### src/rtl/qdac_pkg.sv
package qdac_pkg;

  // Power-down action taken when a command word is latched
  typedef enum logic [1:0] {
    SD_RESUME = 2'b00,  // both bits high: wake addressed channel and global
    SD_ONE    = 2'b01,  // addressed channel only
    SD_ALL    = 2'b10,  // every channel
    SD_BOTH   = 2'b11   // global and addressed channel
  } sd_act_t;

  localparam int unsigned CTRL_BITS = 2;

  function automatic sd_act_t sd_decode(input logic all_n, input logic one_n);
    case ({all_n, one_n})
      2'b11:   return SD_RESUME;
      2'b10:   return SD_ONE;
      2'b01:   return SD_ALL;
      default: return SD_BOTH;
    endcase
  endfunction

endpackage

### src/rtl/qdac_sync.sv
module qdac_sync #(
  parameter int unsigned STAGES  = 2,
  parameter int unsigned W       = 6,
  parameter logic [W-1:0] RST_VAL = '0
) (
  input  logic         clk,
  input  logic         rst,
  input  logic [W-1:0] d,
  output logic [W-1:0] q
);

  logic [W-1:0] pipe [STAGES];

  always_ff @(posedge clk) begin
    if (rst) pipe[0] <= RST_VAL;
    else     pipe[0] <= d;
  end

  for (genvar k = 1; k < STAGES; k++) begin : g_stage
    always_ff @(posedge clk) begin
      if (rst) pipe[k] <= RST_VAL;
      else     pipe[k] <= pipe[k-1];
    end
  end

  assign q = pipe[STAGES-1];

endmodule

### src/rtl/qdac_frame_shifter.sv
module qdac_frame_shifter #(
  parameter int unsigned CODE_W = 8,
  parameter int unsigned ADDR_W = 2
) (
  input  logic              clk,
  input  logic              rst,
  input  logic              s_clk,
  input  logic              s_cs_n,
  input  logic              s_din,
  output logic              wr_en,
  output logic [ADDR_W-1:0] wr_addr,
  output logic [CODE_W-1:0] wr_data,
  output logic              sd_all_n,
  output logic              sd_one_n
);

  localparam int unsigned FRAME_W = qdac_pkg::CTRL_BITS + ADDR_W + CODE_W;

  logic               clk_d;
  logic               cs_d;
  logic [FRAME_W-1:0] sr;
  logic               sclk_rise;
  logic               shift_en;
  logic               cs_rise;

  assign sclk_rise = s_clk & ~clk_d;
  assign shift_en  = sclk_rise & ~s_cs_n;
  assign cs_rise   = s_cs_n & ~cs_d;

  always_ff @(posedge clk) begin
    if (rst) begin
      clk_d    <= 1'b0;
      cs_d     <= 1'b1;
      sr       <= '0;
      wr_en    <= 1'b0;
      wr_addr  <= '0;
      wr_data  <= '0;
      sd_all_n <= 1'b1;
      sd_one_n <= 1'b1;
    end else begin
      clk_d <= s_clk;
      cs_d  <= s_cs_n;
      if (shift_en) sr <= {sr[FRAME_W-2:0], s_din};
      wr_en <= cs_rise;
      if (cs_rise) begin
        sd_all_n <= sr[FRAME_W-1];
        sd_one_n <= sr[FRAME_W-2];
        wr_addr  <= sr[CODE_W +: ADDR_W];
        wr_data  <= sr[CODE_W-1:0];
      end
    end
  end


  idle_hold_chk: assert property (@(posedge clk) disable iff (rst)
    s_cs_n |=> $stable(sr));


  frame_take_chk: assert property (@(posedge clk) disable iff (rst)
    cs_rise |=> (wr_en && wr_data == $past(sr[CODE_W-1:0])));

endmodule

### src/rtl/qdac_chan_bank.sv
module qdac_chan_bank #(
  parameter int unsigned CH_NUM = 4,
  parameter int unsigned CODE_W = 8,
  parameter int unsigned ADDR_W = 2
) (
  input  logic                     clk,
  input  logic                     rst,
  input  logic                     clear_n,
  input  logic                     load_n,
  input  logic                     wr_en,
  input  logic [ADDR_W-1:0]        wr_addr,
  input  logic [CODE_W-1:0]        wr_data,
  output logic [CH_NUM*CODE_W-1:0] dac_flat
);

  logic [CODE_W-1:0] in_q  [CH_NUM];
  logic [CODE_W-1:0] dac_q [CH_NUM];

  for (genvar i = 0; i < CH_NUM; i++) begin : g_ch
    logic hit;
    assign hit = wr_en && (wr_addr == ADDR_W'(i));

    always_ff @(posedge clk) begin
      if (rst || !clear_n) begin
        in_q[i]  <= '0;
        dac_q[i] <= '0;
      end else begin
        if (hit)     in_q[i]  <= wr_data;
        if (!load_n) dac_q[i] <= in_q[i];
      end
    end

    assign dac_flat[i*CODE_W +: CODE_W] = dac_q[i];


    clear_zero_chk: assert property (@(posedge clk) disable iff (rst)
      !clear_n |=> (in_q[i] == '0 && dac_q[i] == '0));


    load_copy_chk: assert property (@(posedge clk) disable iff (rst)
      (clear_n && !load_n) |=> dac_q[i] == $past(in_q[i]));


    dac_hold_chk: assert property (@(posedge clk) disable iff (rst)
      (clear_n && load_n) |=> $stable(dac_q[i]));


    other_hold_chk: assert property (@(posedge clk) disable iff (rst)
      (clear_n && !(wr_en && wr_addr == ADDR_W'(i))) |=> $stable(in_q[i]));
  end

endmodule

### src/rtl/qdac_shdn_ctrl.sv
module qdac_shdn_ctrl #(
  parameter int unsigned CH_NUM = 4,
  parameter int unsigned ADDR_W = 2
) (
  input  logic              clk,
  input  logic              rst,
  input  logic              wr_en,
  input  logic [ADDR_W-1:0] wr_addr,
  input  logic              sd_all_n,
  input  logic              sd_one_n,
  input  logic              ext_n,
  output logic [CH_NUM-1:0] chan_off
);

  import qdac_pkg::*;

  logic              glob_off;
  logic [CH_NUM-1:0] ch_off;
  sd_act_t           act;

  assign act = sd_decode(sd_all_n, sd_one_n);

  always_ff @(posedge clk) begin
    if (rst) begin
      glob_off <= 1'b0;
      ch_off   <= '0;
    end else if (wr_en) begin
      case (act)
        SD_RESUME: begin glob_off <= 1'b0; ch_off[wr_addr] <= 1'b0; end
        SD_ONE:    ch_off[wr_addr] <= 1'b1;
        SD_ALL:    glob_off <= 1'b1;
        default:   begin glob_off <= 1'b1; ch_off[wr_addr] <= 1'b1; end
      endcase
    end
  end

  always_ff @(posedge clk) begin
    if (rst) chan_off <= '0;
    else     chan_off <= {CH_NUM{glob_off | ~ext_n}} | ch_off;
  end


  ext_off_chk: assert property (@(posedge clk) disable iff (rst)
    !ext_n |=> (&chan_off));


  all_off_chk: assert property (@(posedge clk) disable iff (rst)
    (wr_en && !sd_all_n) |=> ##1 (&chan_off));

endmodule

### src/rtl/qdac_front.sv
module qdac_front #(
  parameter int unsigned CH_NUM      = 4,
  parameter int unsigned CODE_W      = 8,
  parameter int unsigned SYNC_STAGES = 2
) (
  input  logic                     clk,
  input  logic                     rst,
  input  logic                     ser_clk,
  input  logic                     ser_cs_n,
  input  logic                     ser_din,
  input  logic                     load_n,
  input  logic                     clear_n,
  input  logic                     shdn_req_n,
  output logic [CH_NUM*CODE_W-1:0] dac_codes,
  output logic [CH_NUM-1:0]        chan_off
);

  localparam int unsigned ADDR_W = $clog2(CH_NUM);
  localparam int unsigned PIN_W  = 6;
  // idle levels: power-down req, load, clear high; din low; select high; clock low
  localparam logic [PIN_W-1:0] PIN_IDLE = 6'b111010;

  logic [PIN_W-1:0]  pins_s;
  logic              wr_en;
  logic              wr_go;
  logic [ADDR_W-1:0] wr_addr;
  logic [CODE_W-1:0] wr_data;
  logic              sd_all_n;
  logic              sd_one_n;

  qdac_sync #(.STAGES(SYNC_STAGES), .W(PIN_W), .RST_VAL(PIN_IDLE)) i_sync (
    .clk (clk),
    .rst (rst),
    .d   ({shdn_req_n, load_n, clear_n, ser_din, ser_cs_n, ser_clk}),
    .q   (pins_s)
  );

  qdac_frame_shifter #(.CODE_W(CODE_W), .ADDR_W(ADDR_W)) i_shift (
    .clk      (clk),
    .rst      (rst),
    .s_clk    (pins_s[0]),
    .s_cs_n   (pins_s[1]),
    .s_din    (pins_s[2]),
    .wr_en    (wr_en),
    .wr_addr  (wr_addr),
    .wr_data  (wr_data),
    .sd_all_n (sd_all_n),
    .sd_one_n (sd_one_n)
  );

  // clear blocks the whole word, power-down bits included
  assign wr_go = wr_en & pins_s[3];

  qdac_chan_bank #(.CH_NUM(CH_NUM), .CODE_W(CODE_W), .ADDR_W(ADDR_W)) i_bank (
    .clk      (clk),
    .rst      (rst),
    .clear_n  (pins_s[3]),
    .load_n   (pins_s[4]),
    .wr_en    (wr_go),
    .wr_addr  (wr_addr),
    .wr_data  (wr_data),
    .dac_flat (dac_codes)
  );

  qdac_shdn_ctrl #(.CH_NUM(CH_NUM), .ADDR_W(ADDR_W)) i_shdn (
    .clk      (clk),
    .rst      (rst),
    .wr_en    (wr_go),
    .wr_addr  (wr_addr),
    .sd_all_n (sd_all_n),
    .sd_one_n (sd_one_n),
    .ext_n    (pins_s[5]),
    .chan_off (chan_off)
  );


  reset_zero_chk: assert property (@(posedge clk)
    $past(rst) |-> (dac_codes == '0 && chan_off == '0));

endmodule

### config.mk
export PLATFORM = sky130hd
export DESIGN_NAME = qdac_front
export DESIGN_NICKNAME = d
export VERILOG_FILES = /design/src/rtl/qdac_pkg.sv /design/src/rtl/qdac_sync.sv /design/src/rtl/qdac_frame_shifter.sv /design/src/rtl/qdac_chan_bank.sv /design/src/rtl/qdac_shdn_ctrl.sv /design/src/rtl/qdac_front.sv
export SDC_FILE = /design/constraint.sdc
export NUM_CORES = 1
export LEC_CHECK = 0
export ABC_AREA = 1
export BUFFER_PORTS_ARGS = -buffer_cell sky130_fd_sc_hd__clkbuf_2
export CAP_MARGIN = 0
export CORE_MARGIN = 5
export CORE_UTILIZATION = 40
export CTS_CLUSTER_DIAMETER = 80
export DETAILED_ROUTE_END_ITERATION = 8
export PLACE_DENSITY = 0.68
export SYNTH_ARGS = -nofsm -noshare
export SYNTH_HDL_FRONTEND = slang
export SYNTH_SLANG_ARGS = --single-unit
### constraint.sdc
create_clock -name clk -period 3.97 [get_ports clk]
set_clock_uncertainty 0.15 [all_clocks]
set_input_delay 0.397 -clock clk [delete_from_list [all_inputs] [get_ports clk]]
set_output_delay 0.397 -clock clk [all_outputs]
set_load 0.1 [all_outputs]
# Word-level counts from Yosys, hierarchy flattened
# Memories as Yosys holds them, arrays and structs flattened.
# Cells that the tools add are included.
dict set report totals {
  regBits 36
  ramBits 76
  out_inout_bits 36
  word_cells 95
  n_memories 3
}
# name words width rd rd_ports_with_merged_regs wr line_no
set memory_table {}
lappend memory_table {i_bank.dac_q 4 8 4 0 4 qdac_chan_bank.sv:17} ;# logic [CODE_W-1:0] dac_q [CH_NUM];
lappend memory_table {i_bank.in_q 4 8 4 0 4 qdac_chan_bank.sv:16} ;# logic [CODE_W-1:0] in_q [CH_NUM];
lappend memory_table {i_sync.pipe 2 6 2 0 2 qdac_sync.sv:12} ;# logic [W-1:0] pipe [STAGES];
dict set report classes {
  order_cmp 2
  eq_ne 8
  muxes 35
  n_bitwise 25
  reduce_logical 11
}
# operator n
set ops {}
lappend ops {{$mux 8} 8}
lappend ops {{$mux 1} 21}
lappend ops {{$mux 6} 2}
lappend ops {{$or 1x1->1} 11}
lappend ops {{$eq 2x2->1 const B} 5}
lappend ops {{$or 4x4->4} 2}
lappend ops {{$pmux 4 s2} 1}
lappend ops {{$eq 2x1->1 const B} 3}
lappend ops {{$not 1->1} 6}
lappend ops {{$pmux 2 s3} 1}
lappend ops {{$logic_and 1x1->1} 5}
lappend ops {{$and 1x1->1} 4}
lappend ops {{$and 4x4->4} 1}
lappend ops {{$logic_not 2->1} 2}
lappend ops {{$not 4->4} 1}
lappend ops {{$reduce_and 2->1} 2}
lappend ops {{$lt 2x3->1 const B} 1}
lappend ops {{$demux 1 s2} 1}
lappend ops {{$ge 2x1->1 const B} 1}
lappend ops {{$pmux 1 s2} 1}
lappend ops {{$logic_not 1->1} 1}
lappend ops {{$logic_or 1x1->1} 1}

# Depth between registers and ports, before layout
dict set report depth {
  depth_word 7
  mapped_depth 6
  ltp_nobuf 5
}

# Hierarchy
# From an unflattened synthesis, not the netlist that was laid out.
dict set report hier_totals {
  hier_cells 432
  hier_area_um2 4241.6
}
# mod instances cells_each area_each_um2
set modules_own_cells {}
lappend modules_own_cells {qdac_chan_bank 1 192 2471.1}
lappend modules_own_cells {qdac_frame_shifter 1 137 1022.2}
lappend modules_own_cells {qdac_shdn_ctrl 1 64 404.1}
lappend modules_own_cells {qdac_sync 1 37 336.6}
lappend modules_own_cells {qdac_front 1 2 7.5}

# Least setup slack after synthesis
# Ideal clock, no wire load.
dict set report synth_timing {
  path_kind {input to register}
  start {input rst}
  end {memory i_bank.dac_q[0][0] (enable)}
  setup_time_ps 478
  arrival_time_ps 1085
  required_time_ps 3342
  setup_slack_ps 2257
  cell_stages 2
  path_cell_list {nor2_4 nand2_1}
}
# element line_no
set synth_rtl {}
lappend synth_rtl {{start, declared} qdac_front.sv:7} ;# input logic rst,
lappend synth_rtl {{end, declared} qdac_chan_bank.sv:17}

==> results.md <==
- H-Tree Depth: 3
- Final setup viols: 0
- DIE WIDTH: 112 um
- Clk pin slew, worst setup/hold paths: about 100 ps
- DRT Pass-1 Iters: 4
- Total number of vias: 2526
- Synthesized net count: approximately 420
- Layout area overhead: 12.5%
- Leakage: 2.01 nW
- Postcts setup bufs: 0
- Worst Path Buf+Inv: 0
- # port buffers: 43
- Placeable Area: 10200 um2
- Root Driver: clkbuf_8
- Post-DP HPWL: around 4400 um
- WS Path Type: flip-flop to flip-flop
- Buffer depth of the longest clock path: 2
- Cells along the critical path: nand2_2 -> o21ai_0
- Final Max Tran Viols: 0
- Gr usage total: between 10% and 20%
- Wire per inst: approximately 10 um
- Critical path required time: around 3800 ps
- Iteration-0 DRC Markers: 85
- Max FO, Critical Path: 8
- Async S/R FF share, synth: 0%
- Inserted Clock Buffers: 9
- Synth area leaders: edfxtp_1 46%, dfxtp_1 23%, nor2_1 11%
- Synth unique cells: 20
- Placed Cells: 580
- Sink Count: between 100 and 150
- Met3 Use GR: 3.26%
- Initial Util: between 40% and 50%
- Vias in the first global route: 2427
- Post-Synthesis Cells: slightly above 400
- GRT met1 Usage: 12.3%
- Fill count: ~1000
- Row cnt: 37
- GP Congestion: roughly 0.78
- GR Util met2: 18.8%
- Status: complete, no violations
- Slew @ Worst Pin: approximately 1100 ps
- Maxcap violations: 0
- Full die area: 12500 um2
- Cts hold-fix bufs: 0
- Min-Delay Path Class: primary input to flip-flop
- GRT Max-Usage Layer: met2
- Mapped Area: 4130 um2
- Final hold violation count: 0
- Max Clk Rate: 518 MHz
- Most frequent cells in the layout: 124 x nor2_1, 71 x inv_1, 64 x edfxtp_1
- Synth warn: 0
- Sequential-to-total area share from yosys stat: between 60% and 70%
- Worst EP arrival: 1760 ps
- EDFF count, synth: 64
- VDD IR-drop max: approximately 0.00024 V
- PostCTS Resize Cnt: 0
- WHS Endpoint: i_sync.pipe[0][3]$_SDFF_PP1_
- DR vias/cell: between 4 and 5
- CP peak stage delay: just over 900 ps
- Layout Utilization: a little under half
- CP delay by family, top: compound AO/OA/AOI/OAI gates
- Latest clock arrival within the worst-skew pair: 360 ps
- Share of the synthesized area in the top cell type: 46.5%
- Final nets: 463
- ANT cells: 0
- Final Cycle Share: between 40% and 50%
- RSZ-0062 raised after global routing: no
- Leading area contributor after synthesis: edfxtp_1
- Slowest CP cell: o21ai_0
- Commonest non-fill, non-tap cell in the layout: nor2_1
- R2r endpoint: i_bank.in_q[1][0]$_SDFFCE_PN0P_
- R2R cell count: 2
- Reg2reg start: i_sync.pipe[1][3]$_SDFF_PP1_
- Top-Level Pins: 44
- Setup slack, reg-to-reg: 2040 ps
- Final Non-Filler Cells: between 500 and 600
- First-pass GRT wire length: between 10000 and 15000 um
- CTS tree: done
- Syn_area_per_cell: 10.1 um2
- Pin count of the biggest net entering global routing: 34
- Crit end category: flip-flop
- Initial antenna violation count: 0
- Total Routed Length: about 6000 um
- Hold path cells: 2
- Tmin final: 1930 ps
- Slew headroom: between 20% and 30%
- # DRC: 0
- Cell area after layout: 4650 um2
- HP Start: clear_n
- Share of cells above drive strength 1: between 15 and 20%
- Yosys reg bits: about 110
- Total Neg Setup Slack: 0 ps
- Total grt overflow: 0
- Placed Instance Area: roughly 4500 um2
- Worst setup SP type: flip-flop
- Prevailing post-synth register cell: edfxtp_1
- Die Ht: ~110 um
- Post-DRT Antenna Nets: 0
- Power per cell area: between 400 and 500 nW/um2
per-layer routing:
layer / share of wire [%] / wire length (um)
met1: 45 / 2770
met2: 48 / 2990
met4: 1.5 / 95
met3: 5.1 / 317
met5: 0 / 0
synth_stat cells, types with 3 or more instances:
library cell and n:
nand2_1 47, or2_2 8, a21oi_1 5, dfxtp_1 48, o21ai_0 13, nand3_1 7, inv_1 71, buf_6 3
buf_2 8, nor2_1 124, edfxtp_1 64
worst reg2reg max path: stages (launching register included):
cell and delay, ps:
dfxtp_1 370, nand2_2 120, o21ai_0 920
final cells by class:
| class | instances | area [um2] | share of cell area [%] |
|---|---|---|---|
| Clock buffer | 9 | 124 | 2.66 |
| Clock inverter | 6 | 75.1 | 1.61 |
| Inverter | 74 | 278 | 5.97 |
| Multi-Input combinational cell | 214 | 900 | 19.3 |
| Sequential cell | 112 | 2880 | 62.0 |
| Tap cell | 136 | 170 | 3.66 |
| Timing Repair Buffer | 44 | 223 | 4.79 |
power breakdown:
| group | internal [mW] | leakage (nW) | switching, mW |
|---|---|---|---|
| registers | 1.27 | 1.07 | 0.0153 |
| logic | 0.0305 | 0.840 | 0.211 |
| clock network | 0.298 | 0.0982 | 0.364 |
registers in the layout (all words and copies together), names as in the netlist, named ones only:
register,count
i_sync.pipe,12
i_shift.sr,12
i_shdn.chan_off,4
i_shift.clk_d,1
i_shift.wr_en,1
i_shift.wr_data,8
i_shift.sd_all_n,1
i_shift.sd_one_n,1
i_shift.cs_d,1
i_shift.wr_addr,2
i_bank.dac_q,32
i_bank.in_q,32
i_shdn.glob_off,1
per-stage QoR:
stage	power, mW	setup slack, ps	hold slack [ps]
6_report	2.19	2040	71.5
5_1_grt	2.28	1910	59.1
4_1_cts	2.22	2010	51.0
3_5_place_dp	1.56	1990	244
3_3_place_gp	1.56	2060	243
2_1_floorplan	1.52	2260	238
kinds of logic (layout without fill, tap and decap cells):
group                  Yosys count  after routing  synth area share [%]
and+or+nand+nor                194            194                  19.2
DFF                            112            112                  69.7
buffers and inverters           85            133                  8.50
AOI/OAI and AO/OA               20             20                  2.54
how the worst max path moves through the flow:
stage                                     from                               end  depth (start not counted)
2_1_floorplan                              rst  i_bank.dac_q[0][0]$_SDFFCE_PN0P_                          2
3_3_place_gp                               rst  i_bank.in_q[0][10]$_SDFFCE_PN0P_                          4
3_5_place_dp                               rst   i_bank.in_q[1][4]$_SDFFCE_PN0P_                          4
4_1_cts           i_sync.pipe[1][3]$_SDFF_PP1_   i_bank.in_q[1][3]$_SDFFCE_PN0P_                          2
5_1_grt        i_shift.wr_addr[0]$_SDFFE_PP0P_  i_bank.in_q[1][10]$_SDFFCE_PN0P_                          2
6_report          i_sync.pipe[1][3]$_SDFF_PP1_   i_bank.in_q[1][0]$_SDFFCE_PN0P_                          2
No activity file was read; power rests on OpenSTA's default activity.
